File: src/rtl/scan_seq_pkg.sv
// Shared definitions for the ADC channel scan sequencer.
// Assumes: nothing beyond IEEE 1800-2017.
package scan_seq_pkg;

    // Channel-order modes. The encoding is internal to the block.
    typedef enum logic [1:0] {
        SEQ_SINGLE     = 2'd0,
        SEQ_SINGLE_IVL = 2'd1,
        SEQ_UP         = 2'd2,
        SEQ_DOWN       = 2'd3
    } seq_mode_e;

    // True for either single-channel mode.
    function automatic logic mode_is_single(seq_mode_e m);
        return (m == SEQ_SINGLE) || (m == SEQ_SINGLE_IVL);
    endfunction

endpackage

File: src/rtl/scan_cfg_regs.sv
// Configuration holding registers for the scan sequencer.
// Holds channel, gain, mode, interval and differential settings and the
// staged and active burst lengths. Scan enable is honoured only on a
// write that repeats the held channel and gain.
// Assumes: strobes are single-cycle and come from one register port.
module scan_cfg_regs
    import scan_seq_pkg::*;
#(
    parameter int CH_W   = 3,
    parameter int GAIN_W = 4,
    parameter int LEN_W  = 8
) (
    input  logic              clk,
    input  logic              rst_n,
    input  logic              cfg_wr,
    input  logic [CH_W-1:0]   chan_in,
    input  logic [GAIN_W-1:0] gain_in,
    input  logic              scan_in,
    input  logic              down_in,
    input  logic              ivl_in,
    input  logic              diff_in,
    input  logic              icnt_wr,
    input  logic [LEN_W-1:0]  icnt_in,
    input  logic              icnt_load,
    output logic [CH_W-1:0]   chan_q,
    output logic [GAIN_W-1:0] gain_q,
    output seq_mode_e         mode_q,
    output logic              ivl_q,
    output logic              diff_q,
    output logic [LEN_W-1:0]  len_q,
    output logic [CH_W-1:0]   chan_d,
    output seq_mode_e         mode_d,
    output logic              ivl_d,
    output logic              restart
);

    logic             scan_q;
    logic             down_q;
    logic             scan_d;
    logic             down_d;
    logic [LEN_W-1:0] stage_q;

    // Next-state values of the channel/mode fields seen by the pointer.
    always_comb begin
        chan_d = cfg_wr ? chan_in : chan_q;
        down_d = cfg_wr ? down_in : down_q;
        ivl_d  = cfg_wr ? ivl_in  : ivl_q;
        scan_d = cfg_wr ? (scan_in && (chan_in == chan_q) && (gain_in == gain_q))
                        : scan_q;
        if (scan_d)
            mode_d = down_d ? SEQ_DOWN : SEQ_UP;
        else
            mode_d = ivl_d ? SEQ_SINGLE_IVL : SEQ_SINGLE;
        restart = cfg_wr || icnt_load;
    end

    // Configuration register update.
    always_ff @(posedge clk) begin
        if (!rst_n) begin
            chan_q <= '0;
            gain_q <= '0;
            scan_q <= 1'b0;
            down_q <= 1'b0;
            ivl_q  <= 1'b0;
            diff_q <= 1'b0;
            mode_q <= SEQ_SINGLE;
        end else begin
            if (cfg_wr) begin
                gain_q <= gain_in;
                diff_q <= diff_in;
            end
            chan_q <= chan_d;
            scan_q <= scan_d;
            down_q <= down_d;
            ivl_q  <= ivl_d;
            mode_q <= mode_d;
        end
    end

    // Staged and active burst length.
    always_ff @(posedge clk) begin
        if (!rst_n) begin
            stage_q <= LEN_W'(1);
            len_q   <= LEN_W'(1);
        end else begin
            if (icnt_wr)
                stage_q <= icnt_in;
            if (icnt_load)
                len_q <= stage_q;
        end
    end

    // the active length moves only on a load strobe.
    p_len_load_only_r7: assert property (@(posedge clk) disable iff (!rst_n)
        !icnt_load |=> $stable(len_q))
        else $error("active length changed without load");

    // scanning switches on only with channel and gain unchanged.
    p_scan_second_write_r6: assert property (@(posedge clk) disable iff (!rst_n)
        $rose(scan_q) |-> (chan_q == $past(chan_q)) && (gain_q == $past(gain_q)))
        else $error("scan enabled with new channel or gain");

endmodule

File: src/rtl/scan_ptr.sv
// Channel pointer and interval gate of the scan sequencer.
// Steps through the channel list on each accepted convert trigger, marks
// the last entry, and counts bursts in interval mode.
// Assumes: configuration inputs are registered; the *_d inputs are their
// next-state values, used when a restart reloads the pointer.
module scan_ptr
    import scan_seq_pkg::*;
#(
    parameter int CH_W  = 3,
    parameter int LEN_W = 8
) (
    input  logic             clk,
    input  logic             rst_n,
    input  logic             conv_trig,
    input  logic             scan_trig,
    input  logic [CH_W-1:0]  chan_q,
    input  seq_mode_e        mode_q,
    input  logic             ivl_q,
    input  logic [LEN_W-1:0] len_q,
    input  logic [CH_W-1:0]  chan_d,
    input  seq_mode_e        mode_d,
    input  logic             ivl_d,
    input  logic             restart,
    output logic             accept,
    output logic [CH_W-1:0]  ptr_q,
    output logic             last
);

    logic             wait_q;
    logic [LEN_W-1:0] burst_q;
    logic [LEN_W-1:0] len_eff;
    logic [CH_W-1:0]  ptr_nx;
    logic             burst_done;
    logic             arm;

    // Accept decision, end-of-list detection and next pointer.
    always_comb begin
        len_eff    = (len_q == '0) ? LEN_W'(1) : len_q;
        accept     = conv_trig && !wait_q && !restart;
        arm        = scan_trig && wait_q && ivl_q && !restart;
        burst_done = (burst_q == len_eff - LEN_W'(1));
        case (mode_q)
            SEQ_UP:   last = (ptr_q == chan_q);
            SEQ_DOWN: last = (ptr_q == '0);
            default:  last = 1'b1;
        endcase
        case (mode_q)
            SEQ_UP:   ptr_nx = last ? '0 : ptr_q + CH_W'(1);
            SEQ_DOWN: ptr_nx = last ? chan_q : ptr_q - CH_W'(1);
            default:  ptr_nx = chan_q;
        endcase
    end

    // Pointer, wait flag and burst counter update.
    always_ff @(posedge clk) begin
        if (!rst_n) begin
            ptr_q   <= '0;
            wait_q  <= 1'b0;
            burst_q <= '0;
        end else if (restart) begin
            ptr_q   <= (mode_d == SEQ_UP) ? '0 : chan_d;
            wait_q  <= ivl_d;
            burst_q <= '0;
        end else if (arm) begin
            ptr_q   <= (mode_q == SEQ_UP) ? '0 : chan_q;
            wait_q  <= 1'b0;
            burst_q <= '0;
        end else if (accept) begin
            ptr_q <= ptr_nx;
            if (ivl_q) begin
                if (burst_done) begin
                    wait_q  <= 1'b1;
                    burst_q <= '0;
                end else begin
                    burst_q <= burst_q + LEN_W'(1);
                end
            end
        end
    end

    // an upward list never passes the programmed channel.
    p_up_bound_r4: assert property (@(posedge clk) disable iff (!rst_n)
        (mode_q == SEQ_UP) |-> (ptr_q <= chan_q))
        else $error("upward pointer beyond programmed channel");

    // a waiting interval scan stays waiting until armed or restarted.
    p_wait_holds_r8: assert property (@(posedge clk) disable iff (!rst_n)
        (wait_q && !scan_trig && !restart) |=> wait_q)
        else $error("wait released without scan start");

endmodule

File: src/rtl/scan_out.sv
// Output stage of the scan sequencer: registers the strobe, the
// multiplexer address (doubled for differential single-channel use),
// the gain and the end-of-scan flag.
// Assumes: accept is high for one cycle per conversion.
module scan_out
    import scan_seq_pkg::*;
#(
    parameter int CH_W   = 3,
    parameter int GAIN_W = 4
) (
    input  logic              clk,
    input  logic              rst_n,
    input  logic              accept,
    input  logic [CH_W-1:0]   ptr,
    input  logic              last,
    input  seq_mode_e         mode_q,
    input  logic              diff_q,
    input  logic [GAIN_W-1:0] gain_q,
    output logic [CH_W-1:0]   mux_chan,
    output logic [GAIN_W-1:0] gain_out,
    output logic              conv_start,
    output logic              scan_end
);

    logic [CH_W-1:0] addr;

    // Physical address: doubled only for differential single-channel use.
    generate
        if (CH_W > 1) begin : g_dbl
            always_comb begin
                if (diff_q && mode_is_single(mode_q))
                    addr = {ptr[CH_W-2:0], 1'b0};
                else
                    addr = ptr;
            end
        end else begin : g_nodbl
            always_comb addr = (diff_q && mode_is_single(mode_q)) ? '0 : ptr;
        end
    endgenerate

    // Output registers, updated only on an accepted conversion.
    always_ff @(posedge clk) begin
        if (!rst_n) begin
            mux_chan   <= '0;
            gain_out   <= '0;
            conv_start <= 1'b0;
            scan_end   <= 1'b0;
        end else begin
            conv_start <= accept;
            scan_end   <= accept && last;
            if (accept) begin
                mux_chan <= addr;
                gain_out <= gain_q;
            end
        end
    end

    // address and gain hold between conversions.
    p_hold_r12: assert property (@(posedge clk) disable iff (!rst_n)
        !conv_start |-> $stable(mux_chan) && $stable(gain_out))
        else $error("outputs moved without conversion");

    // end-of-scan is only ever seen with a strobe.
    p_eos_with_strobe_r4: assert property (@(posedge clk) disable iff (!rst_n)
        scan_end |-> conv_start)
        else $error("end-of-scan without strobe");

endmodule

File: src/rtl/adc_scan_seq.sv
// Top of the ADC channel scan sequencer. Joins the configuration
// registers, the channel pointer with its interval gate, and the output
// stage.
// Assumes: triggers and strobes are single-cycle pulses in the clk domain.
module adc_scan_seq
    import scan_seq_pkg::*;
#(
    parameter int NUM_CH = 8,
    parameter int GAIN_W = 4,
    parameter int LEN_W  = 8,
    localparam int CH_W  = (NUM_CH > 1) ? $clog2(NUM_CH) : 1
) (
    input  logic              clk,
    input  logic              rst_n,
    input  logic              cfg_wr,
    input  logic [CH_W-1:0]   cfg_chan,
    input  logic [GAIN_W-1:0] cfg_gain,
    input  logic              cfg_scan,
    input  logic              cfg_down,
    input  logic              cfg_ivl,
    input  logic              cfg_diff,
    input  logic              icnt_wr,
    input  logic [LEN_W-1:0]  icnt_val,
    input  logic              icnt_load,
    input  logic              conv_trig,
    input  logic              scan_trig,
    output logic [CH_W-1:0]   mux_chan,
    output logic [GAIN_W-1:0] gain_out,
    output logic              conv_start,
    output logic              scan_end
);

    logic [CH_W-1:0]   chan_q;
    logic [CH_W-1:0]   chan_d;
    logic [GAIN_W-1:0] gain_q;
    seq_mode_e         mode_q;
    seq_mode_e         mode_d;
    logic              ivl_q;
    logic              ivl_d;
    logic              diff_q;
    logic [LEN_W-1:0]  len_q;
    logic              restart;
    logic              accept;
    logic [CH_W-1:0]   ptr_q;
    logic              last;

    scan_cfg_regs #(.CH_W(CH_W), .GAIN_W(GAIN_W), .LEN_W(LEN_W)) u_cfg (
        .clk(clk), .rst_n(rst_n), .cfg_wr(cfg_wr),
        .chan_in(cfg_chan), .gain_in(cfg_gain), .scan_in(cfg_scan),
        .down_in(cfg_down), .ivl_in(cfg_ivl), .diff_in(cfg_diff),
        .icnt_wr(icnt_wr), .icnt_in(icnt_val), .icnt_load(icnt_load),
        .chan_q(chan_q), .gain_q(gain_q), .mode_q(mode_q), .ivl_q(ivl_q),
        .diff_q(diff_q), .len_q(len_q), .chan_d(chan_d), .mode_d(mode_d),
        .ivl_d(ivl_d), .restart(restart)
    );

    scan_ptr #(.CH_W(CH_W), .LEN_W(LEN_W)) u_ptr (
        .clk(clk), .rst_n(rst_n), .conv_trig(conv_trig), .scan_trig(scan_trig),
        .chan_q(chan_q), .mode_q(mode_q), .ivl_q(ivl_q), .len_q(len_q),
        .chan_d(chan_d), .mode_d(mode_d), .ivl_d(ivl_d), .restart(restart),
        .accept(accept), .ptr_q(ptr_q), .last(last)
    );

    scan_out #(.CH_W(CH_W), .GAIN_W(GAIN_W)) u_out (
        .clk(clk), .rst_n(rst_n), .accept(accept), .ptr(ptr_q), .last(last),
        .mode_q(mode_q), .diff_q(diff_q), .gain_q(gain_q),
        .mux_chan(mux_chan), .gain_out(gain_out), .conv_start(conv_start),
        .scan_end(scan_end)
    );

    // a strobe always follows a convert trigger.
    p_strobe_from_trig_r2: assert property (@(posedge clk) disable iff (!rst_n)
        conv_start |-> $past(conv_trig))
        else $error("strobe without trigger");

    // a trigger coinciding with a configuration write is dropped.
    p_drop_on_write_r11: assert property (@(posedge clk) disable iff (!rst_n)
        (conv_trig && cfg_wr) |=> !conv_start)
        else $error("trigger accepted during configuration write");

endmodule

File: config.mk
export PLATFORM = sky130hd
export DESIGN_NAME = adc_scan_seq
export DESIGN_NICKNAME = d
export VERILOG_FILES = /design/src/rtl/scan_seq_pkg.sv /design/src/rtl/scan_cfg_regs.sv /design/src/rtl/scan_ptr.sv /design/src/rtl/scan_out.sv /design/src/rtl/adc_scan_seq.sv
export SDC_FILE = /design/constraint.sdc
export NUM_CORES = 1
export LEC_CHECK = 0
export BUFFER_PORTS_ARGS = -buffer_cell sky130_fd_sc_hd__buf_2
export CELL_PAD_IN_SITES_DETAIL_PLACEMENT = 0
export CELL_PAD_IN_SITES_GLOBAL_PLACEMENT = 1
export CORE_AREA = 2 2 91 93
export DETAILED_ROUTE_END_ITERATION = 8
export DIE_AREA = 0 0 93 95
export GPL_TIMING_DRIVEN = 0
export PLACE_DENSITY_LB_ADDON = 0.1
export SLEW_MARGIN = 0
export SYNTH_ARGS = -nofsm -noshare
export SYNTH_HDL_FRONTEND = slang
export SYNTH_SLANG_ARGS = --single-unit
File: constraint.sdc
create_clock -name clk -period 5.7 [get_ports clk]
set_input_delay 0.285 -clock clk [delete_from_list [all_inputs] [get_ports clk]]
set_output_delay 0.285 -clock clk [all_outputs]
set_load 0.02 [all_outputs]
==> metrics.csv, run 1 <==
metric;value;unit
finalMaxSlewViolations;0;
synth_compound_area_frac;0.112;
met2_length;2690;um
ys_types;43;
worstPathMaxFanout;5;
vias;1953;
grt_usage;0.138;
place_area;0.00275;mm2
numPortBuffers;32;
htree_levels;2;
hp-class;in2reg;
tritoncts.num_buffers;5;
die-height;95;um
cts_tree;built;
yosys_register_bits;49;
clkLatencyLatePin;0.30;ns
irDropWorstVdd;95.5;uV
layout_commonest_cell;dfxtp_1;
fin_crit_sh;0.458;
path_class;reg2reg;
fmax;383;MHz
wl_met1;2640;um
cp-end-kind;flip-flop;
timing.rr.start;u_cfg.len_q[3];
syn_nets;297;
register_area;981;um2
syn_inst;266;
cp.required;5.90;ns
startpoint;u_cfg.len_q[3];
core;0.00793;mm2
power_leakage;0.00119;uW
grt_pass1_wl;9610;um
postLayoutCoreUtil;0.358;
grt_pass1_vias;2005;
routedWlPerCell;13.6;um
hold_buffers;0;
grt_max_degree;17;
route.detailed.drc;0;
rsz0062_at_grt;no;
finish.instance_area;0.00284;mm2
layout-drive-gt1-share;0.160;
skew;0.00908;ns
diodes;0;
path_clk_slew;0.10;ns
die_w;93;um
status;finished, final reports clean;
gp_congestion;0.797;
async_reset_ff_frac;0;
areaGrowthSynthToFinish;15.6;%
post_cts_buffers;0;
layout_min_cycle_time;2.61;ns
fin_tns_setup;0;ns
avgSynthCellArea;9.22;um2
clockBufferDepth;2;
synth_flop_cell;dfxtp_1;
min_from;icnt_val[0];
synth_top_family_by_area;simple AND/OR/NAND/NOR gates;
synth_fa_ha_area_frac;0.0255;
synth-xor-area-share;0.0964;
drt_wl_total;5580;um
synth-simple-area-share;0.200;
ctsResizeCount;0;
drtIter0Drc;80;
top_layer_used;met4;
finalHoldViolCount;0;
root_buffer;clkbuf_8;
mostFrequentLayoutCells;dfxtp_1, nor2_1, mux2i_1, buf_2;
num_rows;33;
synth_area;0.00245;mm2
synthMuxAreaShare;0.140;
drtAntennaViolNets;0;
ys_warn_count;0;
power.density;237;mW/mm2
dp_hpwl;4290;um
multi_input_area;0.00141;mm2
critPathLaunchType;flip-flop;
antenna_found_initial;0;
fillerInstances;858;
ios;35;
die-area;0.00884;mm2
clock_sinks;49;
dr_wl_met3;174;um
yosysSeqAreaShare;0.400;
setup_violations;0;
slew_headroom;0.513;
drt-pass1-iter-count;4;
start_util;0.310;
worstPathArrival;2.81;ns
nNetsFinal;336;
tightest_slew;0.731;ns
post_drt_via_cell_ratio;4.75;
overflow;0;
synth_edf_count;0;
cap_viol_max_count;0;
## layer usage
layer | vias up | track usage
li1 | 1012 | -
met1 | 913 | 0.175
met2 | 22 | 0.236
met3 | 6 | 0.0319
met4 | 0 | 0.0392
met5 | - | 0
## final timing paths
kind	depth (start not counted)	slack, ns	to
hold / removal	3	0.20	u_cfg.stage_q[0]
setup reg to reg	11	3.09	u_ptr.burst_q[1]
hold reg to reg	2	0.48	u_out.mux_chan[0]
setup / recovery	11	3.09	u_ptr.burst_q[1]
## through the flow
stage	cells	setup WS (ns)	power, uW	hold WS (ns)
floorplan	266	3.41	441	0.413
global placement	403	3.07	473	0.457
detailed placement	403	3.10	472	0.465
CTS	411	3.06	684	0.199
global route	411	2.82	710	0.208
finish	411	3.09	672	0.201
## flip-flops by register name (all words and copies together) (netlist names), 3 cells and up
signal	count
u_cfg.len_q	8
u_cfg.stage_q	8
u_ptr.burst_q	8
u_cfg.gain_q	4
u_out.gain_out	4
u_cfg.chan_q	3
u_out.mux_chan	3
u_ptr.ptr_q	3
## cells by family (layout without fill, tap and decap cells)
family	after synthesis	in the layout
AOI/OAI and AO/OA	36	36
xor gates and xnor gates	27	27
adders and majority gates	5	5
buffers and inverters	17	57
DFF	49	49
muxes	34	34
and+or+nand+nor	98	98
## cell type report
| cell class | instances | share of cell area |
|---|---|---|
| Buffer | 10 | 0.0132 |
| Timing Repair Buffer | 32 | 0.0565 |
| Sequential cell | 49 | 0.346 |
| Multi-Input combinational cell | 200 | 0.497 |
| Tap cell | 105 | 0.0463 |
| Clock inverter | 3 | 0.00750 |
| Clock buffer | 5 | 0.0243 |
| Inverter | 7 | 0.00927 |
## report_power, final
group          switching [uW]  leakage, uW  internal, uW
clock network             122    0.0000445          87.3
logic                    49.8     0.000750          41.8
registers                15.0     0.000400           356
## worst max-delay path, cell delays in order, from the launching register on
cell,delay [ns]
dfxtp_1,0.38
nor3_2,0.35
nand2_1,0.12
nor2_1,0.10
nor2_1,0.05
ha_1,0.24
and2_1,0.19
o21a_1,0.18
o21ai_0,0.17
o2111ai_1,0.19
or2_1,0.33
a32o_1,0.22
## Yosys cell counts (3+ instances only)
cell | number | area [um2]
a211oi_1 | 3 | 22.5
a21oi_1 | 6 | 30.0
a31oi_1 | 3 | 18.8
and2_1 | 6 | 37.5
and3_1 | 6 | 37.5
clkbuf_1 | 8 | 30.0
dfxtp_1 | 49 | 981
ha_1 | 5 | 62.6
inv_1 | 7 | 26.3
mux2i_1 | 32 | 320
nand2_1 | 15 | 56.3
nand3_1 | 6 | 30.0
nor2_1 | 40 | 150
nor3_1 | 9 | 45.0
nor4_1 | 3 | 18.8
o21ai_0 | 6 | 30.0
xnor2_1 | 12 | 105
xor2_1 | 15 | 131
Note: power is estimated with default switching activity, not from simulation.
==> inputs of run 2 (changes only) <==
--- a/config.mk
+++ b/config.mk
@@ -5,12 +5,13 @@
 export SDC_FILE = /design/constraint.sdc
 export NUM_CORES = 1
 export LEC_CHECK = 0
+export ABC_AREA = 1
 export BUFFER_PORTS_ARGS = -buffer_cell sky130_fd_sc_hd__buf_2
 export CELL_PAD_IN_SITES_DETAIL_PLACEMENT = 0
 export CELL_PAD_IN_SITES_GLOBAL_PLACEMENT = 1
-export CORE_AREA = 2 2 91 93
+export CORE_AREA = 2 2 93 95
 export DETAILED_ROUTE_END_ITERATION = 8
-export DIE_AREA = 0 0 93 95
+export DIE_AREA = 0 0 95 97
 export GPL_TIMING_DRIVEN = 0
 export PLACE_DENSITY_LB_ADDON = 0.1
 export SLEW_MARGIN = 0
==> constraint.sdc (replaced) <==
create_clock -name clk -period 2.4 [get_ports clk]
set_input_delay 0.12 -clock clk [delete_from_list [all_inputs] [get_ports clk]]
set_output_delay 0.12 -clock clk [all_outputs]
set_load 0.02 [all_outputs]
==> metrics.csv, run 2 <==
metric;value;unit;change
layout-drive-gt1-share;0.145;;was 0.160
pwr-share-clk;0.299;;was 0.312
async_reset_ff_frac;0;;unchanged
place_area;0.00286;mm2;was 0.00275 mm2
seq_power_share;0.530;;was 0.552
post_cts_buffers;0;;unchanged
route.detailed.drc;0;;unchanged
vias;2351;;was 1,953
antenna_found_initial;0;;unchanged
clockBufferDepth;2;;unchanged
synth_flop_cell;dfxtp_1;;unchanged
cap_viol_max_count;0;;unchanged
drtAntennaViolNets;0;;unchanged
start_util;0.315;;was 0.310
yosysSeqAreaShare;0.383;;was 0.400
avgSynthCellArea;6.99;um2;was 9.22 um2
worstPathMaxFanout;5;;unchanged
comb_power_share;0.171;;was 0.136
finalHoldViolCount;0;;unchanged
layout_min_cycle_time;2.17;ns;was 2.61 ns
layout_commonest_cell;nand2_1;;was dfxtp_1
ios;35;;unchanged
die-height;97;um;was 95 um
rsz0062_at_grt;no;;unchanged
fin_crit_sh;0.904;;was 0.458
switching_share;0.307;;was 0.278
internal-power;1170;uW;was 485 uW
finish.instance_area;0.00296;mm2;was 0.00284 mm2
fillerInstances;906;;was 858
num_rows;33;;unchanged
synth_edf_count;0;;unchanged
syn_inst;367;;was 266
grt_pass1_vias;2317;;was 2,005
diodes;0;;unchanged
core;0.00813;mm2;was 0.00793 mm2
irDropWorstVdd;218;uV;was 95.5 uV
grt_max_degree;17;;unchanged
cp-end-kind;flip-flop;;unchanged
path_clk_slew;0.10;ns;about the same
drt_wl_total;6590;um;was 5580 um
worstPathArrival;2.38;ns;was 2.81 ns
post_drt_via_cell_ratio;4.58;;was 4.75
p_sw;520;uW;was 187 uW
clkLatencyLatePin;0.31;ns;was 0.30 ns
clock_sinks;49;;unchanged
power.density;571;mW/mm2;was 237 mW/mm2
slew_headroom;0.671;;was 0.513
finalMaxSlewViolations;0;;unchanged
htree_levels;2;;unchanged
mostFrequentLayoutCells;nand2_1, nor2_1, inv_1, dfxtp_1, o21ai_0;;was dfxtp_1, nor2_1, mux2i_1, buf_2
ys_warn_count;0;;unchanged
fmax;461;MHz;was 383 MHz
cp.required;2.61;ns;was 5.90 ns
synth_area;0.00256;mm2;was 0.00245 mm2
grt_pass1_wl;11100;um;was 9610 um
grt_usage;0.154;;was 0.138
routedWlPerCell;12.8;um;was 13.6 um
die-area;0.00922;mm2;was 0.00884 mm2
areaGrowthSynthToFinish;15.6;%;about the same
critPathLaunchType;flip-flop;;unchanged
path_class;reg2reg;;unchanged
ys_types;34;;was 43
fin_cells;513;;was 411
root_buffer;clkbuf_8;;unchanged
numPortBuffers;33;;was 32
yosys-top-cells-area;dfxtp_1, nand2_1, o21ai_0;;was dfxtp_1, mux2i_1, nor2_1
status;finished, final reports clean;;unchanged
setup_violations;0;;unchanged
power;1690;uW;was 672 uW
nNetsFinal;438;;was 336
power_leakage;0.00137;uW;was 0.00119 uW
drt-pass1-iter-count;4;;unchanged
cts_tree;built;;unchanged
die_w;95;um;was 93 um
fin_tns_setup;0;ns;unchanged
synth_top_area_share;0.383;;was 0.400
yosys_register_bits;49;;unchanged
yosysMostFrequentCell;nand2_1;;was dfxtp_1
hp-class;in2reg;;unchanged
top_regs;u_cfg.len_q x8, u_cfg.stage_q x8, u_ptr.burst_q x8;;unchanged
dpl.cell_count;505;;was 403
gp_congestion;0.787;;was 0.797
synthTopCellsByCount;nand2_1, dfxtp_1, nor2_1, inv_1, o21ai_0;;was dfxtp_1, nor2_1, mux2i_1, nand2_1, xor2_1
tritoncts.num_buffers;5;;unchanged
syn_nets;398;;was 297
overflow;0;;unchanged
synth_largest_area_cell;dfxtp_1;;unchanged
tightest_slew;0.494;ns;was 0.731 ns
skew;0.00951;ns;was 0.00908 ns
drtIter0Drc;76;;was 80
dp_hpwl;5190;um;was 4290 um
## run 2: cell types whose count changed after synthesis, sizes merged, moves of 4 or more
cell,before,now
xor2,15,9
o21ai,6,41
nand2,15,75
xnor2,12,4
nor3,11,6
clkbuf,8,4
a21oi,6,20
and2,6,0
nand4,1,8
nor2,41,56
and3,6,0
nand3,6,22
inv,7,47
mux2i,32,1
## run 2: cell type report
class | count | area, um2 | share of cell area
multi-input combinational | 262 | 1370 | 0.464
sequential | 49 | 983 | 0.332
inverter | 49 | 184 | 0.0621
timing repair buffer | 33 | 165 | 0.0557
tap | 105 | 131 | 0.0443
clock buffer | 5 | 68.8 | 0.0232
buffer | 7 | 35.0 | 0.0118
clock inverter | 3 | 21.3 | 0.00718
## run 2: metal layers
metal | wire length [um] | vias to the layer above | track usage
met5 | 0 | - | 0
met4 | 67 | 0 | 0.0424
met3 | 147 | 4 | 0.0358
met2 | 3100 | 20 | 0.250
met1 | 3270 | 1054 | 0.202
li1 | - | 1273 | -
## run 2: logic make-up after synthesis
family	Yosys count	synth area share
compound gates	72	0.153
buf+inv	56	0.0854
simple gates	171	0.306
xor+xnor	13	0.0444
flops	49	0.383
fa+ha+maj	5	0.0244
mux	1	0.00390
## run 2: through the flow
stage / hold slack (ns) / util / setup WS (ns)
2_1_floorplan: 0.232 / - / 0.416
3_3_place_gp: 0.343 / 0.352 / 0.115
3_5_place_dp: 0.353 / 0.352 / 0.111
4_1_cts: 0.0238 / 0.363 / 0.0966
5_1_grt: 0.0274 / 0.364 / 0.00519
6_report: 0.0317 / 0.364 / 0.231
## run 2: worst max-delay path, cell delays in order, from the launching register on
cell     delay [ns]
dfxtp_2        0.36
nor2_4         0.14
nand2_2        0.08
nor2_2         0.15
nor2_4         0.06
ha_2           0.21
inv_1          0.07
nand2_1        0.08
nand2_1        0.07
nand2_1        0.04
nand2_1        0.06
nand2_1        0.05
nor2_1         0.09
nand2_1        0.06
nor2_1         0.10
nand2_2        0.13
o21ai_4        0.24
nor2_1         0.06
## run 2: power groups by stage
| stage | sequential, uW | clock [uW] | combinational, uW |
|---|---|---|---|
| floorplan | 909 | 0 | 201 |
| global placement | 916 | 0 | 291 |
| detailed placement | 915 | 0 | 290 |
| CTS | 896 | 533 | 291 |
| global route | 906 | 576 | 336 |
| finish | 898 | 506 | 289 |
## run 2: final timing paths
check                           end  depth (start not counted)  slack [ns]         startpoint
setup / recovery   u_ptr.burst_q[4]                         17        0.23     u_cfg.len_q[2]
hold / removal     u_cfg.stage_q[0]                          3        0.03        icnt_val[0]
setup reg to reg   u_ptr.burst_q[4]                         17        0.23     u_cfg.len_q[2]
hold reg to reg   u_out.gain_out[2]                          2        0.49  u_out.gain_out[2]
## run 2: what timing repair did
item	in CTS	in global routing
hold buffers	0	0
gates resized for setup	0	5
setup endpoints to repair	0	7
==> inputs of run 3 (changes only) <==
==> constraint.sdc (replaced) <==
create_clock -name clk -period 1.92 [get_ports clk]
set_input_delay 0.48 -clock clk [delete_from_list [all_inputs] [get_ports clk]]
set_output_delay 0.48 -clock clk [all_outputs]
set_load 0.02 [all_outputs]
==> metrics.csv, run 3 (same netlist as run 2, synthesis figures left out) <==
metric;value;unit;change
path_cells;nor2_4, nand2_4, nor2_4, nor2_4, ha_4, inv_2, nand2_2, nand2_1, nand2_1, nand2_1, nand2_1, nor2_1, nand2_1, nor2_2, nand2_4, o21ai_4, nor2_1;;was nor2_4, nand2_2, nor2_2, nor2_4, ha_2, inv_1, nand2_1, nand2_1, nand2_1, nand2_1, nand2_1, nor2_1, nand2_1, nor2_1, nand2_2, o21ai_4, nor2_1
cp-end-kind;flip-flop;;unchanged
overflow;0;;unchanged
worstPathMaxFanout;5;;unchanged
die-height;97;um;unchanged
areaGrowthSynthToFinish;20.5;%;was 15.6%
worstPathArrival;2.19;ns;was 2.38 ns
grt_max_degree;17;;unchanged
critPathMaxStageDelay;0.37;ns;was 0.36 ns
fin_ws;-0.0704;ns;was 0.231 ns
rr_worst_depth;17;;unchanged
num_rows;33;;unchanged
drt_wl_total;6610;um;was 6590 um
irDropWorstVdd;285;uV;was 218 uV
die-area;0.00922;mm2;unchanged
pwr-share-clk;0.294;;was 0.299
comb_power_share;0.190;;was 0.171
dp_hpwl;5050;um;was 5190 um
vias;2430;;was 2,351
gp_congestion;0.818;;was 0.787
route.detailed.drc;0;;unchanged
routedWlPerCell;12.7;um;was 12.8 um
clkLatencyLatePin;0.31;ns;about the same
power.density;702;mW/mm2;was 571 mW/mm2
hold_buffers;0;;unchanged
clock_sinks;49;;unchanged
start_util;0.315;;unchanged
fmax;502;MHz;was 461 MHz
skew;0.00778;ns;was 0.00951 ns
place_ws;-0.235;ns;was 0.111 ns
antenna_found_initial;0;;unchanged
slowest_stage;dfxtp_4;;was dfxtp_2
top_regs;u_cfg.len_q x8, u_cfg.stage_q x8, u_ptr.burst_q x8;;unchanged
root_buffer;clkbuf_8;;unchanged
clockBufferDepth;2;;unchanged
p_sw;675;uW;was 520 uW
switching_share;0.311;;was 0.307
power_leakage;0.00142;uW;was 0.00137 uW
finalMaxSlewViolations;0;;unchanged
drt-pass1-iter-count;4;;unchanged
post_drt_via_cell_ratio;4.67;;was 4.58
finalHoldViolCount;0;;unchanged
tightest_slew;0.482;ns;was 0.494 ns
slew_headroom;0.678;;was 0.671
rrSetupSlack;-0.07;ns;was 0.23 ns
tritoncts.num_buffers;5;;unchanged
nNetsFinal;445;;was 438
grt_pass1_vias;2406;;was 2,317
layout_min_cycle_time;1.99;ns;was 2.17 ns
hold-path-cell-count;3;;unchanged
path_class;reg2reg;;unchanged
grt_usage;0.153;;was 0.154
cts_tree;built;;unchanged
htree_levels;2;;unchanged
grt_pass1_wl;11200;um;was 11,100 um
numPortBuffers;33;;unchanged
path_clk_slew;0.10;ns;about the same
mostFrequentLayoutCells;nand2_1, inv_1, nor2_1;;was nand2_1, nor2_1, inv_1, dfxtp_1, o21ai_0
violations;negative setup slack;;
critPathMostFrequentCell;nand2_1;;unchanged
hold_path_end;u_cfg.stage_q[0];;unchanged
layout_commonest_cell;nand2_1;;unchanged
timing.rr.start;u_cfg.len_q[2];;unchanged
ios;35;;unchanged
core;0.00813;mm2;unchanged
r2r-end;u_ptr.burst_q[6];;was u_ptr.burst_q[4]
drtAntennaViolNets;0;;unchanged
seq_power_share;0.516;;was 0.530
status;finished, violations left;;was finished, final reports clean
drtIter0Drc;66;;was 76
fin_crit_sh;1.04;;was 0.904
die_w;95;um;unchanged
critPathLaunchType;flip-flop;;unchanged
internal-power;1490;uW;was 1170 uW
power;2170;uW;was 1690 uW
min_from;icnt_val[0];;unchanged
cap_viol_max_count;0;;unchanged
hp-class;in2reg;;unchanged
setup_violations;6;;was 0
diodes;0;;unchanged
rsz0062_at_grt;yes;;was no
layout-drive-gt1-share;0.198;;was 0.145
cp.required;2.12;ns;was 2.61 ns
==> run 3: timing repair <==
action | CTS | global route
setup buffers | 7 | 0
endpoints found under the setup margin | 9 | 12
gates resized for setup | 16 | 9
pin swaps | 8 | 3
==> run 3: worst max path at each step <==
| stage | startpoint | to | slack [ns] | cells after the start |
|---|---|---|---|---|
| 2_1_floorplan | u_cfg.len_q[4] | u_ptr.burst_q[3] | 0.02 | 17 |
| 3_3_place_gp | u_cfg.len_q[5] | u_ptr.burst_q[3] | -0.23 | 17 |
| 3_5_place_dp | u_cfg.len_q[6] | u_ptr.burst_q[6] | -0.23 | 16 |
| 4_1_cts | u_cfg.len_q[2] | u_ptr.burst_q[6] | -0.05 | 17 |
| 5_1_grt | u_cfg.len_q[2] | u_ptr.burst_q[4] | -0.26 | 17 |
| 6_report | u_cfg.len_q[2] | u_ptr.burst_q[6] | -0.07 | 17 |
==> run 3: power by group through the flow <==
stage          clock network [uW]  logic, uW  registers, uW
3_3_place_gp                    0        373           1140
2_1_floorplan                   0        259           1140
5_1_grt                       701        474           1130
6_report                      638        412           1120
4_1_cts                       665        404           1120
3_5_place_dp                    0        373           1140
==> run 3: final cells by class <==
| type | count | area [um2] |
|---|---|---|
| Clock buffer | 5 | 68.8 |
| Tap cell | 105 | 131 |
| Fill cell | 895 | 5040 |
| Buffer | 7 | 35.0 |
| Clock inverter | 3 | 21.3 |
| Sequential cell | 49 | 998 |
| Timing Repair Buffer | 40 | 221 |
| Multi-Input combinational cell | 262 | 1430 |
| Inverter | 49 | 184 |
==> run 3: worst max-delay path: cells and delay by family (launching register included) <==
| kind | cells | cell delay, ns |
|---|---|---|
| buf+inv | 1 | 0.06 |
| compound gates | 1 | 0.22 |
| fa+ha+maj | 1 | 0.17 |
| simple gates | 14 | 1.07 |
| flops | 1 | 0.37 |
==> run 3: layer usage <==
layer | wire (um) | GRT usage
met3 | 176 | 0.0335
met5 | 0 | 0
met1 | 3100 | 0.192
met2 | 3290 | 0.267
met4 | 42 | 0.0290
==> run 3: per-stage QoR <==
step           instances  hold WS (ns)  TNS (ns)   util  instance area (um2)
2_1_floorplan        367         0.429         0      -                 2590
3_3_place_gp         505         0.463     -1.50  0.355                 2880
3_5_place_dp         505         0.473     -1.47  0.355                 2880
4_1_cts              520         0.377    -0.249  0.376                 3060
5_1_grt              520         0.374     -1.84  0.380                 3090
6_report             520         0.381    -0.315  0.380                 3090
